**src/rtl/rtc_sec_pkg.sv**
```systemverilog
package rtc_sec_pkg;

  typedef enum logic [1:0] {
    REG_COUNT  = 2'd0,
    REG_ALARM  = 2'd1,
    REG_STATUS = 2'd2,
    REG_DIVTRM = 2'd3
  } reg_id_e;

  typedef struct packed {
    logic    hit;
    reg_id_e id;
  } reg_sel_t;

  // status register bit positions (software decodes these)
  localparam int unsigned ST_TICK_EN  = 3;
  localparam int unsigned ST_ALARM_EN = 2;
  localparam int unsigned ST_TICK_FL  = 1;
  localparam int unsigned ST_ALARM_FL = 0;

  // Byte offset to register, for either map.
  function automatic reg_sel_t decode_addr(input logic [7:0] a, input bit alt);
    reg_sel_t s;
    s.hit = 1'b1;
    s.id  = REG_COUNT;
    if (!alt) begin
      case (a)
        8'h00:   s.id = REG_COUNT;
        8'h04:   s.id = REG_ALARM;
        8'h08:   s.id = REG_STATUS;
        8'h0C:   s.id = REG_DIVTRM;
        default: s.hit = 1'b0;
      endcase
    end else begin
      case (a)
        8'h00:   s.id = REG_ALARM;
        8'h04:   s.id = REG_COUNT;
        8'h08:   s.id = REG_DIVTRM;
        8'h10:   s.id = REG_STATUS;
        default: s.hit = 1'b0;
      endcase
    end
    return s;
  endfunction

  // Effective divider: zero falls back to the default.
  function automatic logic [15:0] eff_divider(input logic [15:0] d, input logic [15:0] dflt);
    return (d == '0) ? dflt : d;
  endfunction

endpackage

```
**src/rtl/rtc_prescaler.sv**
```systemverilog
module rtc_prescaler #(
  parameter int unsigned DIV_W       = 16,
  parameter int unsigned TRIM_PERIOD = 1024,
  parameter int unsigned DEF_DIV     = 32767
) (
  input  logic             clk,
  input  logic             rst_n,
  input  logic             ce,
  input  logic             restart,
  input  logic             epoch_clr,
  input  logic [DIV_W-1:0] div_field,
  input  logic             trim_on,
  output logic             tick
);
  import rtc_sec_pkg::*;

  localparam int unsigned PW = DIV_W + 1;
  localparam int unsigned EW = (TRIM_PERIOD > 1) ? $clog2(TRIM_PERIOD) : 1;

  logic [PW-1:0] phase;
  logic [EW-1:0] epoch;
  logic [PW-1:0] limit;
  logic          extra;
  logic          at_limit;

  assign extra    = trim_on && (epoch == EW'(TRIM_PERIOD - 1));
  assign limit    = {1'b0, DIV_W'(eff_divider(16'(div_field), 16'(DEF_DIV)))} + PW'(extra);
  assign at_limit = (phase == limit);
  assign tick     = ce && at_limit && !restart;

  always_ff @(posedge clk) begin
    if (!rst_n || restart)
      phase <= '0;
    else if (ce)
      phase <= at_limit ? '0 : phase + 1'b1;
  end

  always_ff @(posedge clk) begin
    if (!rst_n || epoch_clr)
      epoch <= '0;
    else if (tick)
      epoch <= (epoch == EW'(TRIM_PERIOD - 1)) ? '0 : epoch + 1'b1;
  end

  // ticks can never come back to back (divider is at least 1)
  a_r4_tick_spacing: assert property (@(posedge clk) disable iff (!rst_n)
    tick |=> !tick);
  // the cycle after a restart never ticks
  a_r8_restart_quiet: assert property (@(posedge clk) disable iff (!rst_n)
    restart |=> !tick);

endmodule

```
**src/rtl/rtc_sec_counter.sv**
```systemverilog
module rtc_sec_counter #(
  parameter int unsigned W = 32
) (
  input  logic         clk,
  input  logic         rst_n,
  input  logic         tick,
  input  logic         cnt_we,
  input  logic         alm_we,
  input  logic [W-1:0] wdata,
  output logic [W-1:0] count,
  output logic [W-1:0] alarm,
  output logic         alarm_hit
);

  logic [W-1:0] next_count;

  assign next_count = count + 1'b1;
  assign alarm_hit  = tick && (next_count == alarm);

  always_ff @(posedge clk) begin
    if (!rst_n)      count <= '0;
    else if (cnt_we) count <= wdata;
    else if (tick)   count <= next_count;
  end

  always_ff @(posedge clk) begin
    if (!rst_n)      alarm <= '0;
    else if (alm_we) alarm <= wdata;
  end

  // a tick advances the count by one (with wrap)
  a_r5_advance: assert property (@(posedge clk) disable iff (!rst_n)
    (tick && !cnt_we) |=> (count == $past(count) + 1'b1));
  // a software write loads the count
  a_r5_load: assert property (@(posedge clk) disable iff (!rst_n)
    cnt_we |=> (count == $past(wdata)));

endmodule

```
**src/rtl/rtc_event_status.sv**
```systemverilog
module rtc_event_status #(
  parameter logic [1:0] RST_FLAGS = 2'b10
) (
  input  logic       clk,
  input  logic       rst_n,
  input  logic       tick,
  input  logic       alarm_hit,
  input  logic       sts_we,
  input  logic [3:0] wbits,
  output logic [3:0] status,
  output logic       irq_tick,
  output logic       irq_alarm
);
  import rtc_sec_pkg::*;

  logic tick_en, alarm_en, tick_fl, alarm_fl;
  logic clr_tick, clr_alarm;

  assign clr_tick  = sts_we && wbits[ST_TICK_FL];
  assign clr_alarm = sts_we && wbits[ST_ALARM_FL];

  always_ff @(posedge clk) begin
    if (!rst_n) begin
      tick_en  <= 1'b0;
      alarm_en <= 1'b0;
    end else if (sts_we) begin
      tick_en  <= wbits[ST_TICK_EN];
      alarm_en <= wbits[ST_ALARM_EN];
    end
  end

  // set has priority over write-one-to-clear
  always_ff @(posedge clk) begin
    if (!rst_n) begin
      tick_fl  <= RST_FLAGS[1];
      alarm_fl <= RST_FLAGS[0];
    end else begin
      tick_fl  <= tick      | (tick_fl  & ~clr_tick);
      alarm_fl <= alarm_hit | (alarm_fl & ~clr_alarm);
    end
  end

  assign status    = {tick_en, alarm_en, tick_fl, alarm_fl};
  assign irq_tick  = tick_fl & tick_en;
  assign irq_alarm = alarm_fl & alarm_en;

  // a tick always leaves the tick flag set, clear or not
  a_r3_set_wins: assert property (@(posedge clk) disable iff (!rst_n)
    tick |=> status[ST_TICK_FL]);
  // an alarm match leaves the alarm flag set
  a_r6_alarm_flag: assert property (@(posedge clk) disable iff (!rst_n)
    alarm_hit |=> status[ST_ALARM_FL]);
  // writing 0 to a set flag keeps it
  a_r2_zero_keeps: assert property (@(posedge clk) disable iff (!rst_n)
    (sts_we && !wbits[ST_ALARM_FL] && status[ST_ALARM_FL]) |=> status[ST_ALARM_FL]);
  // an interrupt only rises after a tick or a status write
  a_r7_irq_cause: assert property (@(posedge clk) disable iff (!rst_n)
    $rose(irq_tick) |-> ($past(tick) || $past(sts_we)));

endmodule

```
**src/rtl/rtc_sec_alarm.sv**
```systemverilog
module rtc_sec_alarm #(
  parameter bit          ALT_MAP     = 1'b0,
  parameter int unsigned AW          = 8,
  parameter int unsigned DW          = 32,
  parameter int unsigned DIV_W       = 16,
  parameter int unsigned TRIM_PERIOD = 1024,
  parameter int unsigned DEF_DIV     = 32767,
  parameter logic [1:0]  RST_FLAGS   = 2'b10
) (
  input  logic          clk,
  input  logic          rst_n,
  input  logic          ref_ce,
  input  logic          bus_sel,
  input  logic          bus_wr,
  input  logic [AW-1:0] bus_addr,
  input  logic [DW-1:0] bus_wdata,
  output logic [DW-1:0] bus_rdata,
  output logic          irq_tick,
  output logic          irq_alarm
);
  import rtc_sec_pkg::*;

  localparam int unsigned TRIM_W = DW - DIV_W;

  reg_sel_t      sel;
  logic          wr_hit;
  logic          cnt_we, alm_we, sts_we, trm_we;
  logic          tick, alarm_hit;
  logic [DW-1:0] count, alarm, divtrm;
  logic [3:0]    status;

  assign sel    = decode_addr(8'(bus_addr), ALT_MAP);
  assign wr_hit = bus_sel && bus_wr && sel.hit;
  assign cnt_we = wr_hit && (sel.id == REG_COUNT);
  assign alm_we = wr_hit && (sel.id == REG_ALARM);
  assign sts_we = wr_hit && (sel.id == REG_STATUS);
  assign trm_we = wr_hit && (sel.id == REG_DIVTRM);

  always_ff @(posedge clk) begin
    if (!rst_n)      divtrm <= DW'(DEF_DIV);
    else if (trm_we) divtrm <= bus_wdata;
  end

  rtc_prescaler #(
    .DIV_W(DIV_W), .TRIM_PERIOD(TRIM_PERIOD), .DEF_DIV(DEF_DIV)
  ) u_pre (
    .clk(clk), .rst_n(rst_n), .ce(ref_ce),
    .restart(cnt_we || trm_we), .epoch_clr(trm_we),
    .div_field(divtrm[DIV_W-1:0]),
    .trim_on(|divtrm[DW-1 -: TRIM_W]),
    .tick(tick)
  );

  rtc_sec_counter #(.W(DW)) u_cnt (
    .clk(clk), .rst_n(rst_n), .tick(tick),
    .cnt_we(cnt_we), .alm_we(alm_we), .wdata(bus_wdata),
    .count(count), .alarm(alarm), .alarm_hit(alarm_hit)
  );

  rtc_event_status #(.RST_FLAGS(RST_FLAGS)) u_sts (
    .clk(clk), .rst_n(rst_n), .tick(tick), .alarm_hit(alarm_hit),
    .sts_we(sts_we), .wbits(bus_wdata[3:0]),
    .status(status), .irq_tick(irq_tick), .irq_alarm(irq_alarm)
  );

  always_comb begin
    bus_rdata = '0;
    if (sel.hit) begin
      case (sel.id)
        REG_COUNT:  bus_rdata = count;
        REG_ALARM:  bus_rdata = alarm;
        REG_STATUS: bus_rdata = DW'(status);
        REG_DIVTRM: bus_rdata = divtrm;
        default:    bus_rdata = '0;
      endcase
    end
  end

  // no register changes on a write to an unmapped offset
  a_r10_unmapped_ignored: assert property (@(posedge clk) disable iff (!rst_n)
    (bus_sel && bus_wr && !sel.hit) |=> $stable(divtrm) && $stable(alarm));

endmodule

```
**config.mk**
```make
export PLATFORM = sky130hd
export DESIGN_NAME = rtc_sec_alarm
export DESIGN_NICKNAME = d
export VERILOG_FILES = /design/src/rtl/rtc_sec_pkg.sv /design/src/rtl/rtc_prescaler.sv /design/src/rtl/rtc_sec_counter.sv /design/src/rtl/rtc_event_status.sv /design/src/rtl/rtc_sec_alarm.sv
export SDC_FILE = /design/constraint.sdc
export NUM_CORES = 1
export LEC_CHECK = 0
export CORE_MARGIN = 3
export CORE_UTILIZATION = 59
export DETAILED_ROUTE_END_ITERATION = 7
export GPL_ROUTABILITY_DRIVEN = 1
export PLACE_DENSITY = 0.79
export SYNTH_ARGS = -nofsm -noshare
export SYNTH_HDL_FRONTEND = slang
export SYNTH_SLANG_ARGS = --single-unit
```
**constraint.sdc**
```tcl
create_clock -name clk -period 11.22 [get_ports clk]
set_input_delay 2.244 -clock clk [delete_from_list [all_inputs] [get_ports clk]]
set_output_delay 2.244 -clock clk [all_outputs]
set_load 0.01 [all_outputs]
```
==> flow_summary.json <==
{
  "cts.path.max_buffers": 2,
  "clock.fmax_mhz": 137,
  "startpoint_type": "input pin",
  "die_h_um": 130,
  "die_x_um": 130,
  "place.gp.congestion": 0.945,
  "cts_resized": 0,
  "yosys.area.top_type_share_pct": 27.8,
  "nFillCells": 1284,
  "syn_inst": 1266,
  "wl_per_cell_um": 19.6,
  "grt_max_degree": 88,
  "final_cells": 1444,
  "synth_seq_cells": 127,
  "layout-drive-gt1-share_pct": 5.24,
  "worstPathRequired_ns": 8.98,
  "ys.flop_type": "dfxtp_1",
  "dpl.hpwl_mm": 18.7,
  "netlist_area_um2": 9140,
  "path_class": "in -> out",
  "hold_class": "reg -> reg",
  "tightest_slew_ns": 1.22,
  "drv_cap": 0,
  "synth.most_common_cell": "nand2_1",
  "drt_wl_total_mm": 28.3,
  "synthTopCellsByArea": "dfxtp_1 (28%), nand3_1 (7.3%), nand2_1 (7.2%)",
  "viasPerCell": 6.71,
  "fin_crit_sh_pct": 65.0,
  "track_usage_pct": 33.5,
  "setup_violations": 0,
  "synth_edf_count": 0,
  "dp.cells": 1413,
  "core_um2": 14900,
  "final_cell_area_um2": 10300,
  "dr.first_iter.drc_count": 1338,
  "synth_commonest_cells": "nand2_1 (176), nand3_1 (133), dfxtp_1 (127)",
  "via_count": 9693,
  "cts_hold_repair.buffers": 0,
  "cp-end-kind": "output pin",
  "diodes": 0,
  "seq_area_frac_synth_pct": 27.8,
  "relSlewSlack_pct": 18.9,
  "grt_pass1_vias": 8745,
  "h-tree-depth": 4,
  "remaining_drc_errors": 0,
  "cts_root_buffer": "clkbuf_16",
  "antenna_left": 0,
  "pwr-share-seq_pct": 43.3,
  "cts_setup_buffers": 0,
  "syn_area_per_cell_um2": 7.22,
  "clk_pin_slew_ns": 0.06,
  "grt_pass1_wl_mm": 45.8,
  "port_buffers": 78,
  "fin_tns_setup_ns": 0,
  "die_area_um2": 17000,
  "placed_area_um2": 9700,
  "antenna_found_initial": 0,
  "start_util_pct": 61.5,
  "rows": 44,
  "finalMaxSlewViolations": 0,
  "ys_warn_count": 0,
  "nets": 1298,
  "internal_power_uw": 810,
  "cp_data_arrival_time_ns": 5.04,
  "synthArstFlopShare_pct": 0,
  "synth_top_area_cell": "dfxtp_1",
  "clkLatencyLatePin_ns": 0.43,
  "first_pass_iters": 6,
  "combPwrFrac_pct": 7.3,
  "hold_viol_final": 0,
  "finClkSkew_ns": 0.00968,
  "cts_tree": "yes",
  "synthDistinctLibCells": 72,
  "syn2layout_area_growth_pct": 12.3,
  "worst_ir_drop_vdd_v": 0.000111,
  "powerDensity_nw_per_um2": 105,
  "fin_crit_ns": 7.29,
  "io_pins": 79,
  "p_switching_uw": 268,
  "cp_max_fo": 38,
  "outcome": "complete, no violations",
  "switching_share_pct": 24.9,
  "cts_sinks": 127,
  "grt_setup_unrepaired": "no",
  "overflow": 0,
  "power_frac_clock_pct": 49.4,
  "cts_inserted_buffers": 17,
  "whs_ns": 0.473,
  "leakage_nw": 3.69,
  "syn_nets": 1316
}
## registers in the layout (all words and copies together), names as in the netlist
name            flops
divtrm             32
u_pre.phase        17
u_sts.tick_fl       1
u_cnt.count        32
u_pre.epoch        10
u_sts.alarm_fl      1
u_sts.tick_en       1
u_sts.alarm_en      1
u_cnt.alarm        32
## power by group through the flow
stage	clock network, mW	registers, mW	logic, mW
after global routing	0.553	0.468	0.0841
after detailed placement	0	0.476	0.0769
after global placement	0	0.476	0.0760
after CTS	0.534	0.467	0.0773
after floorplan	0	0.469	0.0514
final	0.533	0.467	0.0785
## cell usage in the layout (no fill, tap or decap), types with 5 or more instances in the layout
cell and count:
a211oi_1 10, nor4_1 31, nor2_1 95, nand2_1 176, or3_1 10, or4_1 12
xnor2_1 42, nand3_1 133, clkdlybuf4s50_1 76, xor2_1 25, nor2b_1 9, dfxtp_1 127
and3_1 26, mux2i_1 38, o21ai_0 28, buf_4 11, o31ai_1 16, nand4_1 27
ha_1 5, nand4b_1 5, or3b_1 16, clkinv_2 5, a311oi_1 6, o211ai_1 14
inv_1 12, a31oi_1 17, nor3_1 36, and2_1 13, nor4b_1 11, o22ai_1 6
clkbuf_16 17, a21oi_1 105, and4_1 14
## per-stage QoR
step | power (mW) | worst slack, ns | util (%)
4_1_cts | 1.08 | 3.99 | 69.0
3_3_place_gp | 0.552 | 4.07 | 65.3
5_1_grt | 1.11 | 3.78 | 69.0
3_5_place_dp | 0.553 | 3.99 | 65.3
6_report | 1.08 | 3.93 | 69.0
2_1_floorplan | 0.520 | 4.99 | -
## area by class of cell
class / count / area [µm²] / share of cell area [%]
flip-flops and latches: 127 / 2540 / 24.8
inverters: 13 / 48.8 / 0.475
well taps: 184 / 230 / 2.24
multi-input cells: 1000 / 6030 / 58.8
clock buffers: 21 / 470 / 4.58
repair buffers: 89 / 853 / 8.32
clock inverters: 10 / 87.6 / 0.853
## worst max-delay path: stages
cell	delay, ns
clkdlybuf4s50_1	0.46
buf_4	0.41
and2_1	1.02
a21oi_1	0.19
nor2_1	0.15
clkdlybuf4s50_1	0.56
## cells by family after synthesis
kind of cell,after synthesis,synth area share (%)
buf+inv,139,6.39
compound gates,238,16.1
mux,44,5.39
fa+ha+maj,5,0.685
xor+xnor,67,6.42
flops,127,27.8
simple gates,646,37.2
## final timing paths
kind                      startpoint                           to  slack, ns  cells past startpoint
max                      bus_addr[3]                bus_rdata[16]       3.93                      6
min          divtrm[23]$_SDFFE_PN0P_      divtrm[23]$_SDFFE_PN0P_       0.47                      2
max reg2reg   divtrm[4]$_SDFFE_PN1P_  u_pre.epoch[9]$_SDFFE_PP0P_       4.98                     12
min reg2reg  divtrm[23]$_SDFFE_PN0P_      divtrm[23]$_SDFFE_PN0P_       0.47                      2
## routing by layer
layer  GRT usage (%)  share of wire (%)  wire [µm]  up-vias
li1                -                  -          -     4573
met1            45.2                 42      11800     4451
met2            52.6                 45      12900      572
met3            6.54                8.9       2520       97
met4            14.2                3.9       1090        0
met5               0                  0          0        -
No activity file was read; power rests on OpenSTA's default activity.
